--- config.mk ---
export PLATFORM = sky130hd
export DESIGN_NAME = pswitch_ctrl
export DESIGN_NICKNAME = d
export VERILOG_FILES = /design/src/rtl/pswitch_pkg.sv /design/src/rtl/pswitch_line_sync.sv /design/src/rtl/pswitch_xfer_fsm.sv /design/src/rtl/pswitch_regs.sv /design/src/rtl/pswitch_ctrl.sv
export SDC_FILE = /design/constraint.sdc
export NUM_CORES = 1
export LEC_CHECK = 0
export CAP_MARGIN = 20
export CORE_ASPECT_RATIO = 1.5
export CORE_UTILIZATION = 60
export DETAILED_ROUTE_END_ITERATION = 12
export GPL_TIMING_DRIVEN = 0
export HOLD_SLACK_MARGIN = 0.03
export PLACE_DENSITY = 0.79
export SYNTH_ARGS = -nofsm -noshare
export SYNTH_HDL_FRONTEND = slang
export SYNTH_SLANG_ARGS = --single-unit
--- constraint.sdc ---
create_clock -name clk -period 2.3 [get_ports clk]
set_clock_uncertainty 0.1 [all_clocks]
set_input_delay 0.46 -clock clk [delete_from_list [all_inputs] [get_ports clk]]
set_output_delay 0.46 -clock clk [all_outputs]
set_load 0.005 [all_outputs]
--- src/rtl/pswitch_pkg.sv ---
package pswitch_pkg;

    localparam int          BYTE_W     = 8;
    localparam logic [4:0]  DEV_FIXED  = 5'b10110;
    localparam logic [7:0]  REG_RESET  = 8'h03;
    localparam int          BIT_DEEMPH = 4;
    localparam int          BIT_SIDE   = 3;
    localparam int          BIT_PATHN  = 2;

    typedef enum logic [2:0] {
        ST_IDLE,
        ST_ADDR,
        ST_SUB,
        ST_DATA,
        ST_ACK,
        ST_READ,
        ST_IGNORE
    } bus_state_e;

    typedef struct packed {
        logic deemph;
        logic side_en;
        logic path_en_n;
    } port_ctl_t;

    function automatic port_ctl_t decode_port(input logic [BYTE_W-1:0] r);
        port_ctl_t c;
        c.deemph    = r[BIT_DEEMPH];
        c.side_en   = r[BIT_SIDE];
        c.path_en_n = r[BIT_PATHN];
        return c;
    endfunction

    function automatic logic addr_hit(input logic [6:0] a, input logic [1:0] pins);
        return a == {DEV_FIXED, pins};
    endfunction

endpackage

--- src/rtl/pswitch_line_sync.sv ---
module pswitch_line_sync #(
    parameter int STAGES = 2
) (
    input  logic clk,
    input  logic rst,
    input  logic scl_i,
    input  logic sda_i,
    output logic sda_s,
    output logic scl_rise,
    output logic scl_fall,
    output logic start_det,
    output logic stop_det
);
    localparam int MSB = STAGES - 1;

    logic [MSB:0] scl_p, sda_p;
    logic         scl_d, sda_d, scl_s;

    always_ff @(posedge clk) begin
        if (rst) begin
            scl_p <= '1;
            sda_p <= '1;
            scl_d <= 1'b1;
            sda_d <= 1'b1;
        end else begin
            scl_p <= {scl_p[MSB-1:0], scl_i};
            sda_p <= {sda_p[MSB-1:0], sda_i};
            scl_d <= scl_p[MSB];
            sda_d <= sda_p[MSB];
        end
    end

    assign scl_s     = scl_p[MSB];
    assign sda_s     = sda_p[MSB];
    assign scl_rise  = scl_s & ~scl_d;
    assign scl_fall  = ~scl_s & scl_d;
    assign start_det = scl_s & scl_d & sda_d & ~sda_s;
    assign stop_det  = scl_s & scl_d & ~sda_d & sda_s;

endmodule

--- src/rtl/pswitch_xfer_fsm.sv ---
module pswitch_xfer_fsm
    import pswitch_pkg::*;
(
    input  logic              clk,
    input  logic              rst,
    input  logic              sda_s,
    input  logic              scl_rise,
    input  logic              scl_fall,
    input  logic              start_det,
    input  logic              stop_det,
    input  logic [1:0]        addr_pins,
    input  logic [BYTE_W-1:0] rd_data,
    output logic              sda_oe,
    output logic              wr_en,
    output logic [BYTE_W-1:0] ptr,
    output logic [BYTE_W-1:0] wr_data
);
    bus_state_e        state, after;
    logic [BYTE_W-1:0] rx, tx;
    logic [3:0]        cnt;

    always_ff @(posedge clk) begin
        if (rst) begin
            state   <= ST_IDLE;
            after   <= ST_IDLE;
            rx      <= '0;
            tx      <= '0;
            cnt     <= '0;
            sda_oe  <= 1'b0;
            wr_en   <= 1'b0;
            ptr     <= '0;
            wr_data <= '0;
        end else begin
            wr_en <= 1'b0;
            if (start_det) begin
                state  <= ST_ADDR;
                cnt    <= '0;
                sda_oe <= 1'b0;
            end else if (stop_det) begin
                state  <= ST_IDLE;
                cnt    <= '0;
                sda_oe <= 1'b0;
            end else begin
                case (state)
                    ST_ADDR, ST_SUB, ST_DATA: begin
                        if (scl_rise && cnt < 4'd8) begin
                            rx  <= {rx[BYTE_W-2:0], sda_s};
                            cnt <= cnt + 4'd1;
                        end else if (scl_fall && cnt == 4'd8) begin
                            cnt <= '0;
                            if (state == ST_ADDR) begin
                                if (addr_hit(rx[7:1], addr_pins)) begin
                                    sda_oe <= 1'b1;
                                    state  <= ST_ACK;
                                    after  <= rx[0] ? ST_READ : ST_SUB;
                                end else begin
                                    state  <= ST_IGNORE;
                                end
                            end else if (state == ST_SUB) begin
                                ptr    <= rx;
                                sda_oe <= 1'b1;
                                state  <= ST_ACK;
                                after  <= ST_DATA;
                            end else begin
                                wr_en   <= 1'b1;
                                wr_data <= rx;
                                sda_oe  <= 1'b1;
                                state   <= ST_ACK;
                                after   <= ST_IGNORE;
                            end
                        end
                    end
                    ST_ACK: begin
                        if (scl_fall) begin
                            if (after == ST_READ) begin
                                tx     <= {rd_data[BYTE_W-2:0], 1'b0};
                                sda_oe <= ~rd_data[BYTE_W-1];
                                cnt    <= 4'd1;
                            end else begin
                                sda_oe <= 1'b0;
                                cnt    <= '0;
                            end
                            state <= after;
                        end
                    end
                    ST_READ: begin
                        if (scl_fall) begin
                            if (cnt == 4'd8) begin
                                sda_oe <= 1'b0;
                                state  <= ST_IGNORE;
                            end else begin
                                sda_oe <= ~tx[BYTE_W-1];
                                tx     <= {tx[BYTE_W-2:0], 1'b0};
                                cnt    <= cnt + 4'd1;
                            end
                        end
                    end
                    default: ;
                endcase
            end
        end
    end

endmodule

--- src/rtl/pswitch_regs.sv ---
module pswitch_regs
    import pswitch_pkg::*;
#(
    parameter int NUM_PORTS = 2
) (
    input  logic                 clk,
    input  logic                 rst,
    input  logic                 wr_en,
    input  logic [BYTE_W-1:0]    wr_ptr,
    input  logic [BYTE_W-1:0]    wr_data,
    input  logic [BYTE_W-1:0]    rd_ptr,
    output logic [BYTE_W-1:0]    rd_data,
    output logic [NUM_PORTS-1:0] deemph,
    output logic [NUM_PORTS-1:0] side_en,
    output logic [NUM_PORTS-1:0] path_en_n
);
    localparam int NREG = NUM_PORTS + 1;

    logic [BYTE_W-1:0] regs [NREG];

    always_ff @(posedge clk) begin
        if (rst) begin
            for (int i = 0; i < NREG; i++) regs[i] <= REG_RESET;
        end else if (wr_en) begin
            for (int i = 0; i < NREG; i++)
                if (wr_ptr == BYTE_W'(i + 1)) regs[i] <= wr_data;
        end
    end

    always_comb begin
        rd_data = '0;
        for (int i = 0; i < NREG; i++)
            if (rd_ptr == BYTE_W'(i + 1)) rd_data = regs[i];
    end

    for (genvar p = 0; p < NUM_PORTS; p++) begin : g_port
        port_ctl_t ctl;
        assign ctl          = decode_port(regs[p]);
        assign deemph[p]    = ctl.deemph;
        assign side_en[p]   = ctl.side_en;
        assign path_en_n[p] = ctl.path_en_n;
    end

endmodule

--- src/rtl/pswitch_ctrl.sv ---
module pswitch_ctrl
    import pswitch_pkg::*;
#(
    parameter int NUM_PORTS   = 2,
    parameter int SYNC_STAGES = 2
) (
    input  logic                 clk,
    input  logic                 rst,
    input  logic                 scl_i,
    input  logic                 sda_i,
    input  logic [1:0]           addr_pins,
    output logic                 sda_oe,
    output logic [NUM_PORTS-1:0] deemph,
    output logic [NUM_PORTS-1:0] side_en,
    output logic [NUM_PORTS-1:0] path_en_n
);
    logic              sda_s, scl_rise, scl_fall, start_det, stop_det;
    logic              wr_en;
    logic [BYTE_W-1:0] ptr, wr_data, rd_data;

    pswitch_line_sync #(.STAGES(SYNC_STAGES)) u_sync (
        .clk       (clk),
        .rst       (rst),
        .scl_i     (scl_i),
        .sda_i     (sda_i),
        .sda_s     (sda_s),
        .scl_rise  (scl_rise),
        .scl_fall  (scl_fall),
        .start_det (start_det),
        .stop_det  (stop_det)
    );

    pswitch_xfer_fsm u_fsm (
        .clk       (clk),
        .rst       (rst),
        .sda_s     (sda_s),
        .scl_rise  (scl_rise),
        .scl_fall  (scl_fall),
        .start_det (start_det),
        .stop_det  (stop_det),
        .addr_pins (addr_pins),
        .rd_data   (rd_data),
        .sda_oe    (sda_oe),
        .wr_en     (wr_en),
        .ptr       (ptr),
        .wr_data   (wr_data)
    );

    pswitch_regs #(.NUM_PORTS(NUM_PORTS)) u_regs (
        .clk       (clk),
        .rst       (rst),
        .wr_en     (wr_en),
        .wr_ptr    (ptr),
        .wr_data   (wr_data),
        .rd_ptr    (ptr),
        .rd_data   (rd_data),
        .deemph    (deemph),
        .side_en   (side_en),
        .path_en_n (path_en_n)
    );

endmodule

==> results.md <==
* Seq/Total Area, Yosys at 52.3%
* Die footprint at 0.00572 sq mm
* Commonest non-fill, non-tap cell in the layout: dfxtp_1
* Layout area overhead at 12.7%
* Met3 Wirelength at approximately 210 um
* Final setup vio count at 0
* Req. time, crit path at 2.27 ns
* Largest net degree at the start of global routing at 14
* Max Slew Vio Count at 0
* Max-Cap Viols at 0
* Pwr/cell area at between 600 and 700 mW/mm^2
* Clk pwr share at 38.3%
* GR Overflow Total at 0
* Residual DRC count at 0
* Clk_lat worst skew at 0.35 ns
* Psw at 0.000544 W
* Outcome: finished, final reports clean
* Lkg Pwr at about 1.3 nW
* DRT iter0 DRCs at around 120
* Number of nets in the final layout at 336
* Port-buffer cells at 12
* Placed cell count at 386
* GPL Wtd Cong at 0.875
* Die width at roughly 62 um
* H-tree depth at 3
* CTS Buf Count at 9
* Root buf cell: clkbuf_8
* Worst vdd ir at 0.000521 V
* Register bit count reported by yosys at 73
* Vias at 2,338
* Die Span Y at about 90 um
* Metal-1 WL at 2.68 mm
* First-pass GRT wire length at 10.3 mm
* Commonest non-fill, non-tap cells in the layout: 49 x dfxtp_1, 35 x mux2i_1, 32 x nor2_1
* Crit share post-route at a little over nine tenths
* TritonCTS clock tree: done
* Post-CTS sizing at 3
* Post-CTS setup buffers at 0
* Site Rows at 32
* Mapped Avg Cell Area at ~11 sq um
* Vias in the first global route at 2,128
* CTS max path bufs at 2
* Relative slew margins at 61.8%
* # IOs at 13
* Hold Path Class: flop to flop
* Core Area at 0.00516 sq mm
* All-Layer GR Usage at 23.7%
* Setup WS post-layout at roughly 0.055 ns
* Mapped cell area at 0.00325 sq mm
* DP Area at 0.00348 sq mm
* Sw frac at roughly a quarter
* Hold Fails Final Rpt at 0
* WL final at about 6.3 mm
* Fin area at about 0.0037 sq mm
* Cell variety after synth at between 50 and 60
* Share of post-route cells with drive strength above 1 at 13.2%
* Cell count after synthesis at 303
* Slew @ Worst Pin at ~0.57 ns
* Worst EP arrival at 2.22 ns
* Final TNS setup at 0 ns
* Crit-path max FO at 10
* # hold bufs at CTS at 0
* # diodes at 0
* Synth Net Count at 311
* Initial Utilization at 63.0%
* WL met2 at 3.34 mm
* WL/cell at 15.8 um
* Vias/cell at 5.83
* Reg power frac at about three fifths
* FMAX at approximately 450 MHz
* Yosys warns at 0
* # clock sinks at 73
* Antenna-violating nets left at 0
* Antenna violations before repair at 0
* CP Class: input pin to flop
* Detailed Place HPWL at 4.57 mm
* Number of synthesized flops with an enable pin at 24
* Non-filler cells in the finished layout at 401
* Pre-CTS WS at -0.260 ns
* Fraction of registers with async set/reset at 0%
* Dominant synthesized flop cell: dfxtp_1
* Final min period at 2.25 ns
* Pre-antenna DRT Iters at 5
* Logic pwr share at 3.5%
* CP Launch Type: input pin
* Crit end category: flop
* Clock-pin slew on the worst setup and hold paths at 0.08 ns
* Top Layer Used: met4
* P_int at 0.00177 W
[synthesized netlist by cell type (2+ instances only)]
cell / n / share of area, %
a211oi_1: 3 / 0.69
a21o_1: 6 / 1.4
a21oi_1: 3 / 0.46
a221o_1: 3 / 0.92
a22oi_1: 6 / 1.4
a311oi_1: 2 / 0.54
a31oi_1: 3 / 0.58
and2_1: 10 / 1.9
buf_2: 4 / 0.62
buf_4: 6 / 1.4
clkbuf_1: 10 / 1.2
dfxtp_1: 49 / 30
edfxtp_1: 24 / 22
ha_1: 2 / 0.77
inv_1: 10 / 1.2
mux2i_1: 35 / 11
nand2_1: 9 / 1.0
nand2b_1: 4 / 0.77
nand3_1: 9 / 1.4
nand3b_1: 2 / 0.46
nand4_1: 3 / 0.58
nand4b_1: 2 / 0.54
nor2_1: 32 / 3.7
nor2b_1: 4 / 0.77
nor3_1: 4 / 0.62
nor4_1: 3 / 0.58
o211ai_1: 2 / 0.46
o21ai_0: 5 / 0.77
o22ai_1: 2 / 0.38
o2bb2ai_1: 17 / 4.6
or2_2: 8 / 1.5
xnor2_1: 2 / 0.54
[registers in the layout, summed over array words and instances, names as in the netlist]
signal / cells
u_fsm.after: 3
u_fsm.wr_data: 8
u_fsm.rx: 8
u_sync.scl_d: 1
u_sync.sda_d: 1
u_fsm.state: 3
u_regs.regs: 24
u_fsm.cnt: 4
u_sync.sda_p: 2
u_fsm.wr_en: 1
u_fsm.ptr: 8
u_sync.scl_p: 2
u_fsm.tx: 7
u_fsm.sda_oe: 1
[through the flow]
| stage | total power [W] | util [%] | hold slack, ns |
|---|---|---|---|
| 6_report | 0.00231 | 70.9 | 0.314 |
| 5_1_grt | 0.00239 | 70.9 | 0.344 |
| 4_1_cts | 0.00233 | 70.8 | 0.317 |
| 3_5_place_dp | 0.00146 | 67.4 | 0.299 |
| 3_3_place_gp | 0.00145 | 66.9 | 0.291 |
| 2_1_floorplan | 0.00142 | - | 0.289 |
[layer usage]
layer  GRT usage, %  vias to the layer above
met5              0                        -
met4           11.6                        0
met3           6.22                        7
met2           40.2                       50
met1           27.5                     1117
li1               -                     1164
[power groups by stage]
stage	clock, W	combinational [W]	sequential [W]
after floorplan	0	0.0000470	0.00138
after global placement	0	0.0000739	0.00138
after detailed placement	0	0.0000791	0.00138
after CTS	0.000900	0.0000798	0.00135
after global routing	0.000953	0.0000889	0.00135
final	0.000885	0.0000809	0.00135
[worst paths after layout]
| path | start | endpoint | slack [ns] | cells after the start |
|---|---|---|---|---|
| min | u_sync.sda_p[0] | u_sync.sda_p[1] | 0.31 | 1 |
| max reg2reg | u_fsm.ptr[2] | u_regs.regs[0][1] | 0.13 | 4 |
| max | rst | u_regs.regs[0][10] | 0.05 | 5 |
| min reg2reg | u_sync.sda_p[0] | u_sync.sda_p[1] | 0.31 | 1 |
[critical path: stages]
cell and delay, ns:
clkdlybuf4s50_1 0.53, clkbuf_1 0.46, inv_1 0.26, o21ai_1 0.28
buf_4 0.22
[kinds of logic after synthesis]
kind of cell	synth area share, %
simple gates	17.5
fa+ha+maj	0.769
compound gates	13.3
buf+inv	4.54
mux	10.8
flops	52.3
xor+xnor	0.808
[area by class of cell]
class                      count  area, sq um
sequential                    73         1700
clock buffer                  10          128
multi-input combinational    198         1420
inverter                      11         41.3
fill                         389         1500
timing repair buffer          15          143
tap                           68         85.1
clock inverter                 6         42.5
buffer                        20          103
Power figures use the tool's default switching activity.
